**src/rtl/prio_res_pkg.sv**
```systemverilog
package prio_res_pkg;

  localparam int unsigned DEF_SRC    = 64;
  localparam int unsigned DEF_PRIO_W = 4;
  localparam int unsigned DEF_THR_W  = 5;

  // Threshold rule: strictly above, or saturated threshold lets any winner through.
  function automatic logic thr_pass(input int unsigned prio,
                                    input int unsigned thr,
                                    input int unsigned thr_max,
                                    input logic        any_req);
    return any_req && ((prio > thr) || (thr == thr_max));
  endfunction

endpackage

```
**src/rtl/prio_merge.sv**
```systemverilog
module prio_merge #(
  parameter int unsigned PRIO_W = 4,
  parameter int unsigned IDX_W  = 6
) (
  input  logic              lo_vld,
  input  logic [PRIO_W-1:0] lo_prio,
  input  logic [IDX_W-1:0]  lo_idx,
  input  logic              hi_vld,
  input  logic [PRIO_W-1:0] hi_prio,
  input  logic [IDX_W-1:0]  hi_idx,
  output logic              out_vld,
  output logic [PRIO_W-1:0] out_prio,
  output logic [IDX_W-1:0]  out_idx
);

  // Upper half holds the larger indices, so it keeps ties.
  logic take_hi;
  assign take_hi  = hi_vld && (!lo_vld || (hi_prio >= lo_prio));
  assign out_vld  = lo_vld | hi_vld;
  assign out_prio = take_hi ? hi_prio : lo_prio;
  assign out_idx  = take_hi ? hi_idx  : lo_idx;

endmodule

```
**src/rtl/prio_tree.sv**
```systemverilog
module prio_tree #(
  parameter int unsigned NUM_SRC = 64,
  parameter int unsigned PRIO_W  = 4,
  localparam int unsigned IDX_W  = $clog2(NUM_SRC),
  localparam int unsigned NODES  = 2 * NUM_SRC - 1
) (
  input  logic [NUM_SRC-1:0]        req,
  input  logic [NUM_SRC*PRIO_W-1:0] prio_flat,
  output logic                      root_vld,
  output logic [PRIO_W-1:0]         root_prio,
  output logic [IDX_W-1:0]          root_idx
);

  // Heap layout: node k has children 2k+1 (lower indices) and 2k+2.
  // Leaf of source i sits at NUM_SRC-1+i; NUM_SRC must be a power of two.
  logic              nd_vld  [NODES];
  logic [PRIO_W-1:0] nd_prio [NODES];
  logic [IDX_W-1:0]  nd_idx  [NODES];

  for (genvar i = 0; i < NUM_SRC; i++) begin : g_leaf
    assign nd_vld [NUM_SRC-1+i] = req[i];
    assign nd_prio[NUM_SRC-1+i] = prio_flat[PRIO_W*i +: PRIO_W];
    assign nd_idx [NUM_SRC-1+i] = IDX_W'(i);
  end

  for (genvar k = 0; k < NUM_SRC-1; k++) begin : g_node
    prio_merge #(.PRIO_W(PRIO_W), .IDX_W(IDX_W)) u_merge (
      .lo_vld  (nd_vld [2*k+1]),
      .lo_prio (nd_prio[2*k+1]),
      .lo_idx  (nd_idx [2*k+1]),
      .hi_vld  (nd_vld [2*k+2]),
      .hi_prio (nd_prio[2*k+2]),
      .hi_idx  (nd_idx [2*k+2]),
      .out_vld (nd_vld [k]),
      .out_prio(nd_prio[k]),
      .out_idx (nd_idx [k])
    );
  end

  assign root_vld  = nd_vld[0];
  assign root_prio = nd_prio[0];
  assign root_idx  = nd_idx[0];

endmodule

```
**src/rtl/prio_out_stage.sv**
```systemverilog
module prio_out_stage
  import prio_res_pkg::*;
#(
  parameter int unsigned PRIO_W = 4,
  parameter int unsigned IDX_W  = 6,
  parameter int unsigned THR_W  = 5,
  localparam int unsigned THR_MAX = (1 << THR_W) - 1
) (
  input  logic              clk,
  input  logic              rst_n,
  input  logic              root_vld,
  input  logic [PRIO_W-1:0] root_prio,
  input  logic [IDX_W-1:0]  root_idx,
  input  logic [THR_W-1:0]  thr,
  output logic              win_valid,
  output logic [IDX_W-1:0]  win_idx,
  output logic [PRIO_W-1:0] win_prio,
  output logic              win_above
);

  logic above_nxt;
  assign above_nxt = thr_pass(32'(root_prio), 32'(thr), THR_MAX, root_vld);

  always_ff @(posedge clk or negedge rst_n) begin
    if (!rst_n) begin
      win_valid <= 1'b0;
      win_idx   <= '1;
      win_prio  <= '1;
      win_above <= 1'b0;
    end else begin
      win_valid <= root_vld;
      win_idx   <= root_vld ? root_idx  : '1;
      win_prio  <= root_vld ? root_prio : '1;
      win_above <= above_nxt;
    end
  end

endmodule

```
**src/rtl/prio_resolver.sv**
```systemverilog
module prio_resolver
  import prio_res_pkg::*;
#(
  parameter int unsigned NUM_SRC = DEF_SRC,
  parameter int unsigned PRIO_W  = DEF_PRIO_W,
  parameter int unsigned THR_W   = DEF_THR_W,
  localparam int unsigned IDX_W  = $clog2(NUM_SRC)
) (
  input  logic                      clk,
  input  logic                      rst_n,
  input  logic [NUM_SRC-1:0]        req_i,
  input  logic [NUM_SRC*PRIO_W-1:0] prio_i,
  input  logic [THR_W-1:0]          thr_i,
  output logic                      win_valid_o,
  output logic [IDX_W-1:0]          win_idx_o,
  output logic [PRIO_W-1:0]         win_prio_o,
  output logic                      win_above_o
);

  logic              root_vld;
  logic [PRIO_W-1:0] root_prio;
  logic [IDX_W-1:0]  root_idx;

  prio_tree #(.NUM_SRC(NUM_SRC), .PRIO_W(PRIO_W)) u_tree (
    .req      (req_i),
    .prio_flat(prio_i),
    .root_vld (root_vld),
    .root_prio(root_prio),
    .root_idx (root_idx)
  );

  prio_out_stage #(.PRIO_W(PRIO_W), .IDX_W(IDX_W), .THR_W(THR_W)) u_out (
    .clk      (clk),
    .rst_n    (rst_n),
    .root_vld (root_vld),
    .root_prio(root_prio),
    .root_idx (root_idx),
    .thr      (thr_i),
    .win_valid(win_valid_o),
    .win_idx  (win_idx_o),
    .win_prio (win_prio_o),
    .win_above(win_above_o)
  );

endmodule

```
**config.mk**
```make
export PLATFORM = sky130hd
export DESIGN_NAME = prio_resolver
export DESIGN_NICKNAME = d
export VERILOG_FILES = /design/src/rtl/prio_res_pkg.sv /design/src/rtl/prio_merge.sv /design/src/rtl/prio_tree.sv /design/src/rtl/prio_out_stage.sv /design/src/rtl/prio_resolver.sv
export SDC_FILE = /design/constraint.sdc
export NUM_CORES = 1
export LEC_CHECK = 0
export CAP_MARGIN = 40
export CORE_UTILIZATION = 30
export DETAILED_ROUTE_END_ITERATION = 10
export PLACE_DENSITY = 0.62
export SETUP_SLACK_MARGIN = 0.4
export SLEW_MARGIN = 40
export SYNTH_ARGS = -nofsm -noshare
export SYNTH_HDL_FRONTEND = slang
export SYNTH_HIERARCHICAL = 1
export SYNTH_SLANG_ARGS = --single-unit
```
**constraint.sdc**
```tcl
create_clock -name clk -period 0.8 [get_ports clk]
set_input_delay 0.12 -clock clk [delete_from_list [all_inputs] [get_ports clk]]
set_output_delay 0.12 -clock clk [all_outputs]
set_load 0.01 [all_outputs]
```
; Word level (Yosys, flattened, before mapping)
; Cells that the tools add are included.
[classes]
add_sub_neg = 0
multipliers = 0
div_mod_pow = 0
order_cmp = 64
eq_ne = 1
shift = 0
muxes = 128
bitwise_logic = 63
reduce_logical = 191
[op_table]
columns = operator, count
row1 = $mux 4, 68
row2 = $ge 4x4->1, 63
row3 = $logic_and 1x1->1, 64
row4 = $logic_or 1x1->1, 64
row5 = $logic_not 1->1, 63
row6 = $or 1x1->1, 63
row7 = $mux 1, 32
row8 = $mux 2, 16
row9 = $mux 3, 8
row10 = $mux 6, 2
row11 = $mux 5, 2
row12 = $eq 5x5->1 const B, 1
row13 = $gt 4x5->1, 1
[word_totals]
register_bits = 12
latch_bits = 0
mem_bits_rw = 0
romBits = 0
input_bits = 327
wordCells = 451
mem_count = 0

; Depth between registers and ports, before layout
; Gate-level depths: netlist of run 1.
[depth]
word_depth = 27
depth_mapped = 41
ltp_nobuf = 41

; By module
; The synthesis of run 1 kept the hierarchy.
[modules_own_cells]
columns = module, instances, cells_per_inst, area_each_um2, seq_area_each_um2
row1 = prio_merge (u_tree.g_node[0].u_merge ...), 55, 25, 236.5, 0.0
row2 = prio_merge (u_tree.g_node[5].u_merge ...), 8, 25, 230.2, 0.0
row3 = prio_out_stage, 1, 39, 509.2, 312.8
row4 = prio_tree, 1, 2, 7.5, 0.0

; Least setup slack after synthesis of run 1
; Ideal clock, no wire load.
[synth_timing]
kind = input-to-reg
start = in prio_i[217]
end = reg u_out.win_above
setup_time_ns = 0.130
arrival_ns = 7.950
t_required_ns = 0.670
slack_ns = -7.279
stages = 35
path_buffers = 0
path_cell_list = inv_1 > ha_1 > o211ai_2 > a21oi_2 > o21ai_4 > mux2_2 > ha_1 > o211ai_2 > a21oi_2 > o21ai_4 > mux2_2 > ha_1 > o211ai_2 > a21oi_2 > o21ai_4 > mux2_2 > ha_1 > nor3b_1 > nor2_1 > o21ai_4 > mux2_2 > ha_1 > o211ai_2 > a21oi_2 > o21ai_4 > mux2_2 > ha_1 > o211ai_2 > a21oi_2 > o21ai_4 > mux2_2 > ha_1 > and4b_4 > a211oi_2 > o22ai_1
[synth_rtl]
columns = element, line_no
row1 = "start, declared", prio_resolver.sv:12  ; input logic [NUM_SRC*PRIO_W-1:0] prio_i,
row2 = "end signal, assigned", prio_out_stage.sv:34  ; win_above <= above_nxt;
row3 = "end, declared", prio_out_stage.sv:18  ; output logic win_above

==> run_results.csv, run 1 <==
group,metric,value,unit
run_status,status,"finished with violations",
run_status,violations,"negative setup slack",
sta,grt_setup_unrepaired,"true",
critical_path,cpPeakStageDelay,0.35,ns
logic_synthesis,netlist_area,15400,um2
global_route,grt_pass1_vias,15700,
sta,max_freq,0.137,GHz
logic_synthesis,synthAdderAreaFrac,0.208,
global_route,track_usage,0.170,
critical_path,cpMostUsedCell,"ha_4",
clock_network,clock-root-buffer,"clkbuf_16",
logic_synthesis,synthSimpleGateAreaFrac,0.0975,
clock_network,cts_num_sinks,12,
critical_path,crit_arrival,7.40,ns
placed_design,dpl.hpwl,39900,um
layout,area_delta_synth_final,80.4,%
global_route,grt_start_max_net_pins,8,
detailed_routing,highest_layer,"met4",
clock_network,clk_pin_slew,0.04,ns
global_route,overflow,0,
floorplanning,initial_core_util,0.305,
critical_path,critPathMaxFanout,5,
detailed_routing,viasPerCell,4.34,
layout,fin_area,27700,um2
power,powerDensity,2240,nW/um2
critical_path,crit_start,"prio_i[51]",
sta,tns,-70.83,ns
detailed_routing,drc,0,
logic_synthesis,synth-xor-area-share,0,
detailed_routing,drt_iter0_markers,172,
detailed_routing,wl,45600,um
floorplanning,die_height,228,um
floorplanning,rows,82,
logic_synthesis,synth-seq-cells,12,
clock_network,cts_tree,"done",
detailed_routing,wl_per_cell,13.4,um
floorplanning,die_w,228,um
detailed_routing,wl_met3,1580,um
critical_path,crit_type,"in -> reg",
power,p_leak,13.0,nW
placed_design,routabilityCongestion,0.856,
layout,utilization,0.550,
logic_synthesis,yosys_warnings,6,
critical_path,start_kind,"input pin",
logic_synthesis,synth_top_family_by_area,"multiplexers",
detailed_routing,dr_wl_met2,23000,um
sta,whs,0.128,ns
detailed_routing,drt_first_pass_iters,4,
placed_design,placed_cell_area,26500,um2
placed_design,dp_slack,-7.15,ns
critical_path,worstSetupEndpointType,"flip-flop",
clock_network,numCtsBuffers,3,
detailed_routing,drt-met1-wl,20900,um
logic_synthesis,synthCells,1616,
critical_path,required,0.91,ns
sta,setup_violations,24,
global_route,antenna_found_initial,3,
run,drv_cap,0,
logic_synthesis,post_synth.cell_area_avg,9.51,um2
global_route,grt_first_pass_wirelength,74700,um
detailed_routing,postRouteAntennaNets,0,
sta,slew_violations,0,
layout,final_common_cell,"conb_1",
layout,mostFrequentLayoutCells,"conb_1, buf_4, mux2_2, mux2_4, ha_4",
sta,final_hold_viol_count,0,
logic_synthesis,synth.distinct_cells,22,
layout,drive_gt1_frac,0.736,
power,irDropWorstVdd,0.00308,V
critical_path,slowest_stage,"mux2_4",
layout,nFillCells,4515,
sta,finalCritPeriodShare,9.11,
logic_synthesis,synth-compound-area-share,0.148,
floorplanning,die_area,52100,um2
logic_synthesis,synthMuxAreaShare,0.462,
clock_network,clock_path_buffers,2,
critical_path,cp-endpoint,"u_out/win_above",
placed_design,io_buffers,338,
sta,fin_crit,7.29,ns
layout,fin_nets,3325,
min_path,worstHoldPathType,"in -> async",
logic_synthesis,ys_seq_area_frac,0.0204,
detailed_routing,vias,14800,
clock_network,h-tree-depth,1,
sta,setup_slack,-6.49,ns
floorplanning,coreArea,50400,um2
floorplanning,io_pins,339,
[synthesized netlist by cell type, drive strengths merged]
cell type	instances	share of area
conb	2	0.00049
a21o	1	0.00049
a21oi	55	0.031
nand3b	64	0.031
mux2	630	0.46
o22ai	1	0.00041
buf	1	0.00049
nor2	63	0.015
o21ai	63	0.067
nor3b	8	0.0039
o211ai	63	0.049
inv	256	0.063
ha	256	0.21
and4b	1	0.00090
nand2	65	0.016
nand2b	9	0.0037
a211oi	1	0.00081
nand4	2	0.00081
dfrtp	2	0.0033
dfstp	10	0.017
or2	63	0.026
[logic make-up (layout without fill, tap and decap cells)]
| group | count (synthesis) | in the layout |
|---|---|---|
| adders and majority gates | 256 | 256 |
| buffers and inverters | 257 | 1000 |
| other | 2 | 387 |
| muxes | 630 | 630 |
| DFF | 12 | 12 |
| AOI/OAI and AO/OA | 184 | 184 |
| and+or+nand+nor | 275 | 275 |
[worst max-delay path, delay by kind of cell]
kind / cells / cell delay [ns]
AO/OA/AOI/OAI: 12 / 2.28
adder cells (fa/ha/maj): 7 / 1.43
AND/OR/NAND/NOR: 9 / 0.90
multiplexers: 6 / 2.04
buffers and inverters: 6 / 0.60
[area by class of cell]
cell class / instances / area, um2 / area share
multi-input combinational: 1729 / 19700 / 0.709
timing repair buffer: 740 / 5720 / 0.206
inverter: 256 / 1100 / 0.0397
tap: 672 / 841 / 0.0303
sequential: 12 / 313 / 0.0113
clock buffer: 4 / 78.8 / 0.00284
antenna: 3 / 7.51 / 0.000271
[routing by layer]
layer / global-route usage / up-vias
met5: 0 / -
met4: 0.00671 / 0
met3: 0.0240 / 9
met2: 0.319 / 175
met1: 0.212 / 6928
li1: - / 7720
[timing repair]
item	4_1_cts	5_1_grt
hold buffers	0	0
gates resized for setup	1031	190
setup buffers	85	47
pin swaps	227	129
setup endpoints to repair	34	24
cloned	1	0
[through the flow]
step	power [mW]	cells
floorplan	37.5	1998
global placement	52.4	3276
detailed placement	53.1	3276
CTS	59.5	3366
global route	67.0	3413
finish	62.1	3416
[worst min-delay path by stage]
stage                     slack, ns               to  startpoint
after floorplan               -0.18  u_out/win_above       rst_n
after global placement         0.47  u_out/win_valid       rst_n
after detailed placement       0.47  u_out/win_above       rst_n
after CTS                      0.14  u_out/win_above       rst_n
after global routing           0.14  u_out/win_above       rst_n
final                          0.13  u_out/win_above       rst_n
[flip-flops by register name (all words and copies together), names as in the netlist]
signal / cells
u_out/win_valid: 1
u_out/win_above: 1
u_out/win_idx: 6
u_out/win_prio: 4
[power by group]
| part | switching [mW] | internal, mW | total (mW) |
|---|---|---|---|
| registers | 0.174 | 1.37 | 1.55 |
| logic | 23.8 | 35.8 | 59.6 |
| clock network | 0.251 | 0.670 | 0.921 |
(Power assumes the default switching activity.)
==> inputs of run 2 (changes only) <==
--- a/config.mk
+++ b/config.mk
@@ -6,6 +6,7 @@
 export NUM_CORES = 1
 export LEC_CHECK = 0
 export CAP_MARGIN = 40
+export CORE_MARGIN = 1.5
 export CORE_UTILIZATION = 30
 export DETAILED_ROUTE_END_ITERATION = 10
 export PLACE_DENSITY = 0.62
==> run 2 against run 1 <==
Effect of this change:
- the flow still finishes with violations (negative setup slack)
- sequential power is essentially flat
- largest cell class unchanged
- wire length shrank 0.54%
- non-clock buffer count shrank 10
- final cell count shrank 0.29%
- critical path depth shrank 1
- clock-buffer cell count is the same
- highest routed layer unchanged
- via count shrank 0.38%
- die area grew 0.88%
- global-route usage is essentially flat
- largest power group unchanged
==> run_results.csv, run 2 (synthesized netlist as in run 1, its figures left out) <==
group,metric,value,unit
layout,nFillCells,4577,
global_route,grt_pass1_vias,15800,
power,sequentialPowerShare,0.025,
clock_network,cts_tree,"done",
critical_path,cpMostUsedCell,"ha_4",
detailed_routing,highest_layer,"met4",
sta,tns,-73.04,ns
clock_network,cts.hold.buffers_added,0,
sta,final_hold_viol_count,0,
placed_design,io_buffers,338,
critical_path,critPathTopFamily,"compound AO/OA/AOI/OAI gates",
critical_path,required,0.91,ns
sta,setup_slack,-6.68,ns
layout,mostFrequentLayoutCells,"conb_1, buf_4, mux2_2, mux2_4, ha_4",
detailed_routing,wl,45400,um
critical_path,worstSetupEndpointType,"flip-flop",
critical_path,slowest_stage,"mux2_4",
min_path,worstHoldPathType,"in -> async",
power,clkPwrFrac,0.015,
layout,final_common_cell,"conb_1",
floorplanning,io_pins,339,
critical_path,critPathMaxFanout,5,
global_route,grt_start_max_net_pins,8,
clock_network,h-tree-depth,1,
layout,largest_reg_flops,6,
critical_path,cpPeakStageDelay,0.37,ns
global_route,antenna_found_initial,3,
sta,fin_crit,7.48,ns
sta,finalCritPeriodShare,9.35,
power,total_power,60.1,mW
sta,setup_violations,24,
floorplanning,initial_core_util,0.305,
sta,max_freq,0.134,GHz
power,p_leak,13.0,nW
critical_path,crit_arrival,7.59,ns
detailed_routing,dr_wl_met2,22700,um
clock_network,numCtsBuffers,3,
detailed_routing,drt_first_pass_iters,4,
floorplanning,rows,82,
floorplanning,die_height,229,um
placed_design,routabilityCongestion,0.845,
detailed_routing,postRouteAntennaNets,0,
detailed_routing,wl_per_cell,13.3,um
run,drv_cap,0,
floorplanning,die_w,229,um
critical_path,crit_type,"in -> reg",
sta,slew_violations,0,
detailed_routing,drc,0,
detailed_routing,viasPerCell,4.34,
layout,drive_gt1_frac,0.672,
critical_path,cp_num_buf_inv,5,
global_route,overflow,0,
clock_network,cts_num_sinks,12,
power,powerDensity,2170,nW/um2
layout,largest-register,"u_out/win_idx",
floorplanning,coreArea,50400,um2
layout,area_delta_synth_final,80.0,%
global_route,track_usage,0.170,
clock_network,clock_path_buffers,2,
clock_network,clk_pin_slew,0.04,ns
detailed_routing,drt-met1-wl,20900,um
power,p_sw,23.6,mW
clock_network,clock-root-buffer,"clkbuf_16",
layout,fin_nets,3315,
detailed_routing,vias,14800,
layout,reg_top3,"u_out/win_idx (6), u_out/win_prio (4)",
sta,grt_setup_unrepaired,"true",
critical_path,start_kind,"input pin",
detailed_routing,wl_met3,1600,um
floorplanning,die_area,52600,um2
detailed_routing,drt_iter0_markers,243,
power,p_comb_frac,0.960,
run_status,violations,"negative setup slack",
power,irDropWorstVdd,0.00371,V
power,intPower,36.5,mW
run_status,status,"finished with violations",
global_route,grt_first_pass_wirelength,75000,um
power,power.share.switching,0.393,
placed_design,dpl.hpwl,40500,um
==> run 2: cell count changes in the layout (fill, tap and decap cells not counted), sizes merged <==
cell           delta
dlymetal6s2s      -6
clkdlybuf4s50     -6
clkdlybuf4s15    +19
dlygate4sd2     +101
clkbuf           -31
buf              -87
==> run 2: layout make-up <==
type	count	area, um2	share of cell area
well taps	672	841	0.0304
flip-flops and latches	12	313	0.0113
clock buffers	4	78.8	0.00285
multi-input cells	1729	19300	0.699
repair buffers	730	6000	0.217
inverters	256	1080	0.0392
diodes	3	7.51	0.000272
==> run 2: repair_timing <==
action | CTS | global route
setup endpoints to repair | 34 | 24
pin swaps | 158 | 79
resized for setup | 771 | 97
buffers inserted | 77 | 24
gates cloned | 1 | 0
==> run 2: final timing paths <==
check | start | cells after the start | end | slack, ns
min | rst_n | 2 | u_out/win_valid | 0.11
max | prio_i[145] | 39 | u_out/win_above | -6.68
min in group clk | thr_i[4] | 3 | u_out/win_above | 0.53
max in group asynchronous | rst_n | 2 | u_out/win_prio[0] | 0.51
==> run 2: per-stage QoR <==
| stage | hold WS, ns | instance area, um2 | util | instances | setup slack, ns |
|---|---|---|---|---|---|
| after floorplan | -0.176 | 20300 | - | 1998 | -6.59 |
| after global placement | 0.466 | 26700 | 0.530 | 3297 | -7.07 |
| after detailed placement | 0.466 | 26700 | 0.530 | 3297 | -7.20 |
| after CTS | 0.115 | 27500 | 0.545 | 3379 | -6.56 |
| after global routing | 0.108 | 27600 | 0.549 | 3403 | -6.91 |
| final | 0.105 | 27700 | 0.549 | 3406 | -6.68 |
==> run 2: power groups by stage <==
stage               Clock, mW  Combinational [mW]  Sequential [mW]
finish                  0.913                57.7             1.52
global route            0.982                62.0             1.55
CTS                     0.946                56.4             1.55
detailed placement          0                51.8             1.48
global placement            0                50.6             1.48
floorplan                   0                35.9             1.57
==> run 2: per-layer routing <==
metal / track usage / vias up
li1: - / 7699
met1: 0.214 / 6875
met2: 0.315 / 189
met3: 0.0254 / 12
met4: 0.00905 / 0
met5: 0 / -
